**src/rtl/async_rx_pkg.sv**
```systemverilog
package async_rx_pkg;

  localparam int WSEL_W = 4;

  typedef enum logic [2:0] {
    PAR_NONE = 3'd0,
    PAR_ODD  = 3'd1,
    PAR_EVEN = 3'd2,
    PAR_ZERO = 3'd3,
    PAR_ONE  = 3'd4
  } parity_mode_e;

  typedef enum logic [2:0] {
    ST_IDLE,
    ST_START,
    ST_DATA,
    ST_PARITY,
    ST_STOP
  } rx_state_e;

  typedef struct packed {
    logic [WSEL_W-1:0] width;
    logic              msb_first;
    parity_mode_e      parity;
    logic              check;
  } frame_cfg_t;

endpackage

```
**src/rtl/rx_line_front.sv**
```systemverilog
module rx_line_front #(
  parameter int SYNC_STAGES = 2
) (
  input  logic clk_i,
  input  logic rst_ni,
  input  logic rx_i,
  input  logic invert_i,
  output logic level_o,
  output logic fall_o
);

  logic [SYNC_STAGES-1:0] sync_q;
  logic                   prev_q;

  // Inversion sits ahead of the synchronizer so a polarity change and a
  // matching line change reach the edge detector as one steady level.
  always_ff @(posedge clk_i or negedge rst_ni) begin
    if (!rst_ni) begin
      sync_q <= '0;
      prev_q <= 1'b0;
    end else begin
      sync_q <= {sync_q[SYNC_STAGES-2:0], rx_i ^ invert_i};
      prev_q <= sync_q[SYNC_STAGES-1];
    end
  end

  assign level_o = sync_q[SYNC_STAGES-1];
  assign fall_o  = prev_q & ~level_o;

endmodule

```
**src/rtl/rx_slot_timer.sv**
```systemverilog
module rx_slot_timer #(
  parameter int PERIOD_W = 16,
  parameter int CNT_W    = 20
) (
  input  logic                clk_i,
  input  logic                rst_ni,
  input  logic                launch_i,
  input  logic                run_i,
  input  logic [PERIOD_W-1:0] period_i,
  output logic                hit_o
);

  logic [CNT_W-1:0] cnt_q;
  logic [CNT_W-1:0] tgt_q;

  assign hit_o = run_i && (cnt_q == tgt_q);

  // Targets are absolute offsets from the frame start: half a period,
  // then one whole period added per slot, all in exact integers.
  always_ff @(posedge clk_i or negedge rst_ni) begin
    if (!rst_ni) begin
      cnt_q <= '0;
      tgt_q <= '0;
    end else if (launch_i) begin
      cnt_q <= CNT_W'(1);
      tgt_q <= CNT_W'(period_i >> 1);
    end else if (run_i) begin
      cnt_q <= cnt_q + CNT_W'(1);
      if (hit_o) tgt_q <= tgt_q + CNT_W'(period_i);
    end
  end

endmodule

```
**src/rtl/rx_frame_engine.sv**
```systemverilog
module rx_frame_engine
  import async_rx_pkg::*;
#(
  parameter int MAX_BITS = 9,
  parameter int PERIOD_W = 16
) (
  input  logic                clk_i,
  input  logic                rst_ni,
  input  logic                fall_i,
  input  logic                level_i,
  input  logic                hit_i,
  input  logic [PERIOD_W-1:0] cfg_period_i,
  input  logic [WSEL_W-1:0]   cfg_width_i,
  input  logic                cfg_msb_first_i,
  input  logic [2:0]          cfg_parity_i,
  input  logic                cfg_parity_check_i,
  output logic                launch_o,
  output logic                busy_o,
  output logic [PERIOD_W-1:0] period_o,
  output logic [WSEL_W-1:0]   width_o,
  output logic [MAX_BITS-1:0] data_o,
  output logic                valid_o,
  output logic                err_start_o,
  output logic                err_parity_o,
  output logic                err_stop_o
);

  localparam int MIN_BITS = 5;
  localparam int IDX_W    = $clog2(MAX_BITS + 1);

  function automatic logic [WSEL_W-1:0] clamp_width(input logic [WSEL_W-1:0] w);
    if (w < WSEL_W'(MIN_BITS)) return WSEL_W'(MIN_BITS);
    if (w > WSEL_W'(MAX_BITS)) return WSEL_W'(MAX_BITS);
    return w;
  endfunction

  function automatic parity_mode_e decode_parity(input logic [2:0] code);
    case (code)
      3'd1:    return PAR_ODD;
      3'd2:    return PAR_EVEN;
      3'd3:    return PAR_ZERO;
      3'd4:    return PAR_ONE;
      default: return PAR_NONE;
    endcase
  endfunction

  rx_state_e             state_q;
  frame_cfg_t            cfg_q;
  frame_cfg_t            cfg_in;
  logic [PERIOD_W-1:0]   period_q;
  logic [MAX_BITS-1:0]   word_q;
  logic [MAX_BITS-1:0]   word_next;
  logic [IDX_W-1:0]      idx_q;
  logic [IDX_W-1:0]      top_idx;
  logic                  ones_odd;
  logic                  par_ok;
  logic                  idle;

  assign idle     = (state_q == ST_IDLE);
  assign launch_o = idle && fall_i;
  assign busy_o   = !idle;
  assign period_o = idle ? cfg_period_i : period_q;
  assign width_o  = cfg_q.width;
  assign top_idx  = IDX_W'(cfg_q.width - WSEL_W'(1));

  always_comb begin
    cfg_in.width     = clamp_width(cfg_width_i);
    cfg_in.msb_first = cfg_msb_first_i;
    cfg_in.parity    = decode_parity(cfg_parity_i);
    cfg_in.check     = cfg_parity_check_i;
  end

  always_comb begin
    if (cfg_q.msb_first) begin
      word_next = {word_q[MAX_BITS-2:0], level_i};
    end else begin
      word_next          = word_q >> 1;
      word_next[top_idx] = level_i;
    end
  end

  always_comb begin
    ones_odd = (^word_q) ^ level_i;
    case (cfg_q.parity)
      PAR_ODD:  par_ok = ones_odd;
      PAR_EVEN: par_ok = !ones_odd;
      PAR_ZERO: par_ok = !level_i;
      PAR_ONE:  par_ok = level_i;
      default:  par_ok = 1'b1;
    endcase
  end

  always_ff @(posedge clk_i or negedge rst_ni) begin
    if (!rst_ni) begin
      state_q      <= ST_IDLE;
      cfg_q        <= '0;
      period_q     <= '0;
      word_q       <= '0;
      idx_q        <= '0;
      data_o       <= '0;
      valid_o      <= 1'b0;
      err_start_o  <= 1'b0;
      err_parity_o <= 1'b0;
      err_stop_o   <= 1'b0;
    end else begin
      valid_o      <= 1'b0;
      err_start_o  <= 1'b0;
      err_parity_o <= 1'b0;
      err_stop_o   <= 1'b0;
      case (state_q)
        ST_IDLE: begin
          cfg_q    <= cfg_in;
          period_q <= cfg_period_i;
          if (fall_i) state_q <= ST_START;
        end
        ST_START: if (hit_i) begin
          if (level_i) begin
            err_start_o <= 1'b1;
            state_q     <= ST_IDLE;
          end else begin
            word_q  <= '0;
            idx_q   <= '0;
            state_q <= ST_DATA;
          end
        end
        ST_DATA: if (hit_i) begin
          word_q <= word_next;
          idx_q  <= idx_q + IDX_W'(1);
          if (idx_q == top_idx) begin
            data_o  <= word_next;
            valid_o <= 1'b1;
            state_q <= (cfg_q.parity == PAR_NONE) ? ST_STOP : ST_PARITY;
          end
        end
        ST_PARITY: if (hit_i) begin
          if (cfg_q.check && !par_ok) err_parity_o <= 1'b1;
          state_q <= ST_STOP;
        end
        ST_STOP: if (hit_i) begin
          if (!level_i) err_stop_o <= 1'b1;
          state_q <= ST_IDLE;
        end
        default: state_q <= ST_IDLE;
      endcase
    end
  end

endmodule

```
**src/rtl/async_frame_rx.sv**
```systemverilog
module async_frame_rx
  import async_rx_pkg::*;
#(
  parameter int PERIOD_W    = 16,
  parameter int MAX_BITS    = 9,
  parameter int SYNC_STAGES = 2
) (
  input  logic                clk_i,
  input  logic                rst_ni,
  input  logic                rx_i,
  input  logic [PERIOD_W-1:0] cfg_period_i,
  input  logic [WSEL_W-1:0]   cfg_width_i,
  input  logic                cfg_msb_first_i,
  input  logic [2:0]          cfg_parity_i,
  input  logic                cfg_parity_check_i,
  input  logic                cfg_invert_i,
  output logic [MAX_BITS-1:0] rx_data_o,
  output logic                rx_valid_o,
  output logic                err_start_o,
  output logic                err_parity_o,
  output logic                err_stop_o
);

  // start + data + parity + stop slots bound the largest target
  localparam int SLOT_MAX = MAX_BITS + 3;
  localparam int CNT_W    = PERIOD_W + $clog2(SLOT_MAX + 1);

  logic                line_level;
  logic                line_fall;
  logic                slot_hit;
  logic                frame_launch;
  logic                frame_busy;
  logic [PERIOD_W-1:0] frame_period;
  logic [WSEL_W-1:0]   frame_width;

  rx_line_front #(
    .SYNC_STAGES(SYNC_STAGES)
  ) u_front (
    .clk_i    (clk_i),
    .rst_ni   (rst_ni),
    .rx_i     (rx_i),
    .invert_i (cfg_invert_i),
    .level_o  (line_level),
    .fall_o   (line_fall)
  );

  rx_slot_timer #(
    .PERIOD_W(PERIOD_W),
    .CNT_W   (CNT_W)
  ) u_timer (
    .clk_i    (clk_i),
    .rst_ni   (rst_ni),
    .launch_i (frame_launch),
    .run_i    (frame_busy),
    .period_i (frame_period),
    .hit_o    (slot_hit)
  );

  rx_frame_engine #(
    .MAX_BITS(MAX_BITS),
    .PERIOD_W(PERIOD_W)
  ) u_engine (
    .clk_i              (clk_i),
    .rst_ni             (rst_ni),
    .fall_i             (line_fall),
    .level_i            (line_level),
    .hit_i              (slot_hit),
    .cfg_period_i       (cfg_period_i),
    .cfg_width_i        (cfg_width_i),
    .cfg_msb_first_i    (cfg_msb_first_i),
    .cfg_parity_i       (cfg_parity_i),
    .cfg_parity_check_i (cfg_parity_check_i),
    .launch_o           (frame_launch),
    .busy_o             (frame_busy),
    .period_o           (frame_period),
    .width_o            (frame_width),
    .data_o             (rx_data_o),
    .valid_o            (rx_valid_o),
    .err_start_o        (err_start_o),
    .err_parity_o       (err_parity_o),
    .err_stop_o         (err_stop_o)
  );

endmodule

```
**config.mk**
```make
export PLATFORM = sky130hd
export DESIGN_NAME = async_frame_rx
export DESIGN_NICKNAME = d
export VERILOG_FILES = /design/src/rtl/async_rx_pkg.sv /design/src/rtl/rx_line_front.sv /design/src/rtl/rx_slot_timer.sv /design/src/rtl/rx_frame_engine.sv /design/src/rtl/async_frame_rx.sv
export SDC_FILE = /design/constraint.sdc
export NUM_CORES = 1
export LEC_CHECK = 0
export ABC_AREA = 1
export ABC_CLOCK_PERIOD_IN_PS = 3400
export CAP_MARGIN = 5
export CORE_MARGIN = 2
export CORE_UTILIZATION = 60
export CTS_CLUSTER_SIZE = 14
export DETAILED_ROUTE_END_ITERATION = 6
export PLACE_DENSITY_LB_ADDON = 0.15
export SYNTH_ARGS = -nofsm -noshare
export SYNTH_HDL_FRONTEND = slang
export SYNTH_HIERARCHICAL = 1
export SYNTH_SLANG_ARGS = --single-unit
```
**constraint.sdc**
```tcl
create_clock -name clk_i -period 3.4 [get_ports clk_i]
set_input_delay 0.34 -clock clk_i [delete_from_list [all_inputs] [get_ports clk_i]]
set_output_delay 0.34 -clock clk_i [all_outputs]
set_load 0.02 [all_outputs]
```
==> impl_metrics.toml <==
[sta]
worst_slew_margin_rel_pct = 34.7
unrepaired_setup_endpoints_after_global_routing = "false"
timing.setup.tns_ps = 0
report.final.hold_viol_count = 0
pin_slew_with_the_least_headroom_to_its_limit_ps = 980
timing.clock.skew_ps = 13.2
setup_viol_count_final = 0
fraction_of_the_cycle_the_final_worst_path_needs_pct = 89.5
timing.final.crit_period_ps = 3040
slew_viol_final = 0
fmaxAchievable_mhz = 329

[setup_path]
setup.worst_path.end_class = "flop"
worstPathArrival_ps = 3380
critical_path_class = "flop to flop"
critical_path_required_ps = 3740
crit_fanout = 26
worst_setup_path_start = "u_engine/state_q[0]"
timing.reg2reg.worst_path_depth = 16
crit_reg_reg_startpoint = "u_engine/state_q[0]"
path_cells = "nor2_1, inv_1, nor2_4, inv_2, nand4_1, nor4_1, nand4_1, inv_1, inv_1, nor2_1, nand4_1, nor2_2, nand3_2, inv_2, nand3_1, nand2_1"
cp-start-kind = "flop"
setup.reg_to_reg.worst_slack_ps = 360
timing.critical_path.max_delay_family = "simple AND/OR/NAND/NOR gates"
slowest_delay_ps = 480
critical_path.n_buffers_inverters = 5
crit_slowest_cell = "sky130_fd_sc_hd__dfrtp_1"
worst-path-stages = 16

[clock_tree]
post_cts_setup_repair_buffer_count = 0
cts_num_sinks = 97
postCtsHoldBufs = 0
tritoncts.num_buffers = 9
clock_tree.buffer_depth = 2
worstSkewPairLatency_ps = 390
tritoncts_clock_tree = "done"
cts_repair_resize_count = 0
cts.htree.levels = 3
clockRootBuffer = "sky130_fd_sc_hd__clkbuf_8"
clock_transition_time_at_the_flip_flop_clock_pins_of_the_worst_setup_and_hold_paths_ps = 100

[final_layout]
antenna-diode-count = 0
area.growth.synth_to_final_pct = 11.1
layout.nets = 1040
layout.core_utilization_pct = 68.9
post_route_cells_drive_above_1_share_pct = 4.64

[routing]
wirelength_um = 15600
drt_iter0_markers = 519
post-route-drc-count = 0
dr_total_vias = 6111
via_per_inst = 5.42
wl_per_cell_um = 13.9
final_antenna_net_count = 0
first_pass_iters = 5

[pwr]
swShare_pct = 50.2
share_seq_of_total_power_pct = 29.3
switchingPower_w = 0.00294
p_int_w = 0.00291
clock_power_share_pct = 13.4
power.density_nw_per_um2 = 823
combPwrFrac_pct = 57.3
p_total_w = 0.00585
leakagePower_nw = 3.71
irDropWorstVdd_uv = 510

[synthesis]
yosys_warnings = 6
total_standard_cell_area_after_synthesis_um2 = 6400
synth_instances = 948
postSynthAreaPerCell_um2 = 6.75
mappedNetlistNets = 1001

[die]
row_count = 37
ios = 42
die_h_um = 107
die_x_um = 107
die_area_um2 = 11500
floorplan.core_area_um2 = 10300
initial_utilization_pct = 62.0

[placement]
dp_hpwl_um = 11700
gpl.final_weighted_congestion = 0.947
numPortBuffers = 41

[grt]
grt_start_max_net_pins = 79
global_router_s_overall_resource_usage_pct = 29.5
gr_overflow_total = 0
grt_pass1_wl_um = 26900
initial_antenna_violation_count = 0
first_global_vias = 5853

[run]
timing.max_cap.violations = 0

[min_path]
hold_path_class = "input port to asynchronous set/reset pin"

[status]
status = "complete, no violations"
## power by group through the flow
stage	registers [W]	logic, W	clock network, W
3_5_place_dp	0.00172	0.00330	0
3_3_place_gp	0.00171	0.00327	0
4_1_cts	0.00170	0.00332	0.000804
6_report	0.00171	0.00335	0.000784
5_1_grt	0.00174	0.00384	0.000860
2_1_floorplan	0.00161	0.00266	0
## layer usage
metal,part of all wire [%],global-route usage (%)
met1,44,38.1
met4,3.2,12.8
met3,5.5,5.33
met2,47,48.8
met5,0,0
## registers in the layout, indices dropped and copies added (netlist names)
register / flops
u_timer/tgt_q: 20
u_engine/period_q: 16
u_engine/state_q: 3
u_engine/word_q: 9
u_front/sync_q: 2
u_engine/width_o: 4
u_engine/cfg_q: 5
u_front/prev_q: 1
u_timer/cnt_q: 20
u_engine/err_parity_o: 1
u_engine/err_start_o: 1
u_engine/idx_q: 4
u_engine/err_stop_o: 1
u_engine/valid_o: 1
u_engine/data_o: 9
## stage by stage
stage	setup WS, ps	hold WS [ps]	instance area [um2]	std cells
after global placement	522	337	6910	1112
after global routing	2.30	158	7110	1128
after CTS	419	139	7110	1128
after detailed placement	452	350	6910	1112
after floorplan	788	44.4	6400	948
final	358	72.8	7110	1128
## layout by cell type (no fill, tap or decap), drive strengths merged, types with 3 or more instances in the layout
master,instances
clkdlybuf4s50,40
xor2,10
xnor2,5
nand2,375
nand4,25
nor2,81
ha,23
nor4,3
nor3,22
dfrtp,97
clkinv,3
nand3,89
o21ai,40
buf,7
clkbuf,9
a21oi,31
inv,114
## cell type report
type / count / area, um2
Inverter: 112 / 420
Clock inverter: 7 / 76.3
Clock buffer: 9 / 124
Tap cell: 136 / 170
Timing Repair Buffer: 47 / 453
Fill cell: 927 / 3210
Multi-Input combinational cell: 720 / 3440
Sequential cell: 97 / 2430
## final timing paths
path | end
max | u_engine/data_o[4]
min | u_engine/period_q[12]
max reg2reg | u_engine/data_o[4]
min reg2reg | u_front/sync_q[1]
max in group asynchronous | u_engine/data_o[6]
min in group clk_i | u_front/sync_q[1]
## worst reg2reg max path: cells and delay by family, from the launching register on
family	cells	cell delay, ps
simple gates	11	1540
flops	1	480
buf+inv	5	970
No activity file was read; power rests on OpenSTA's default activity.
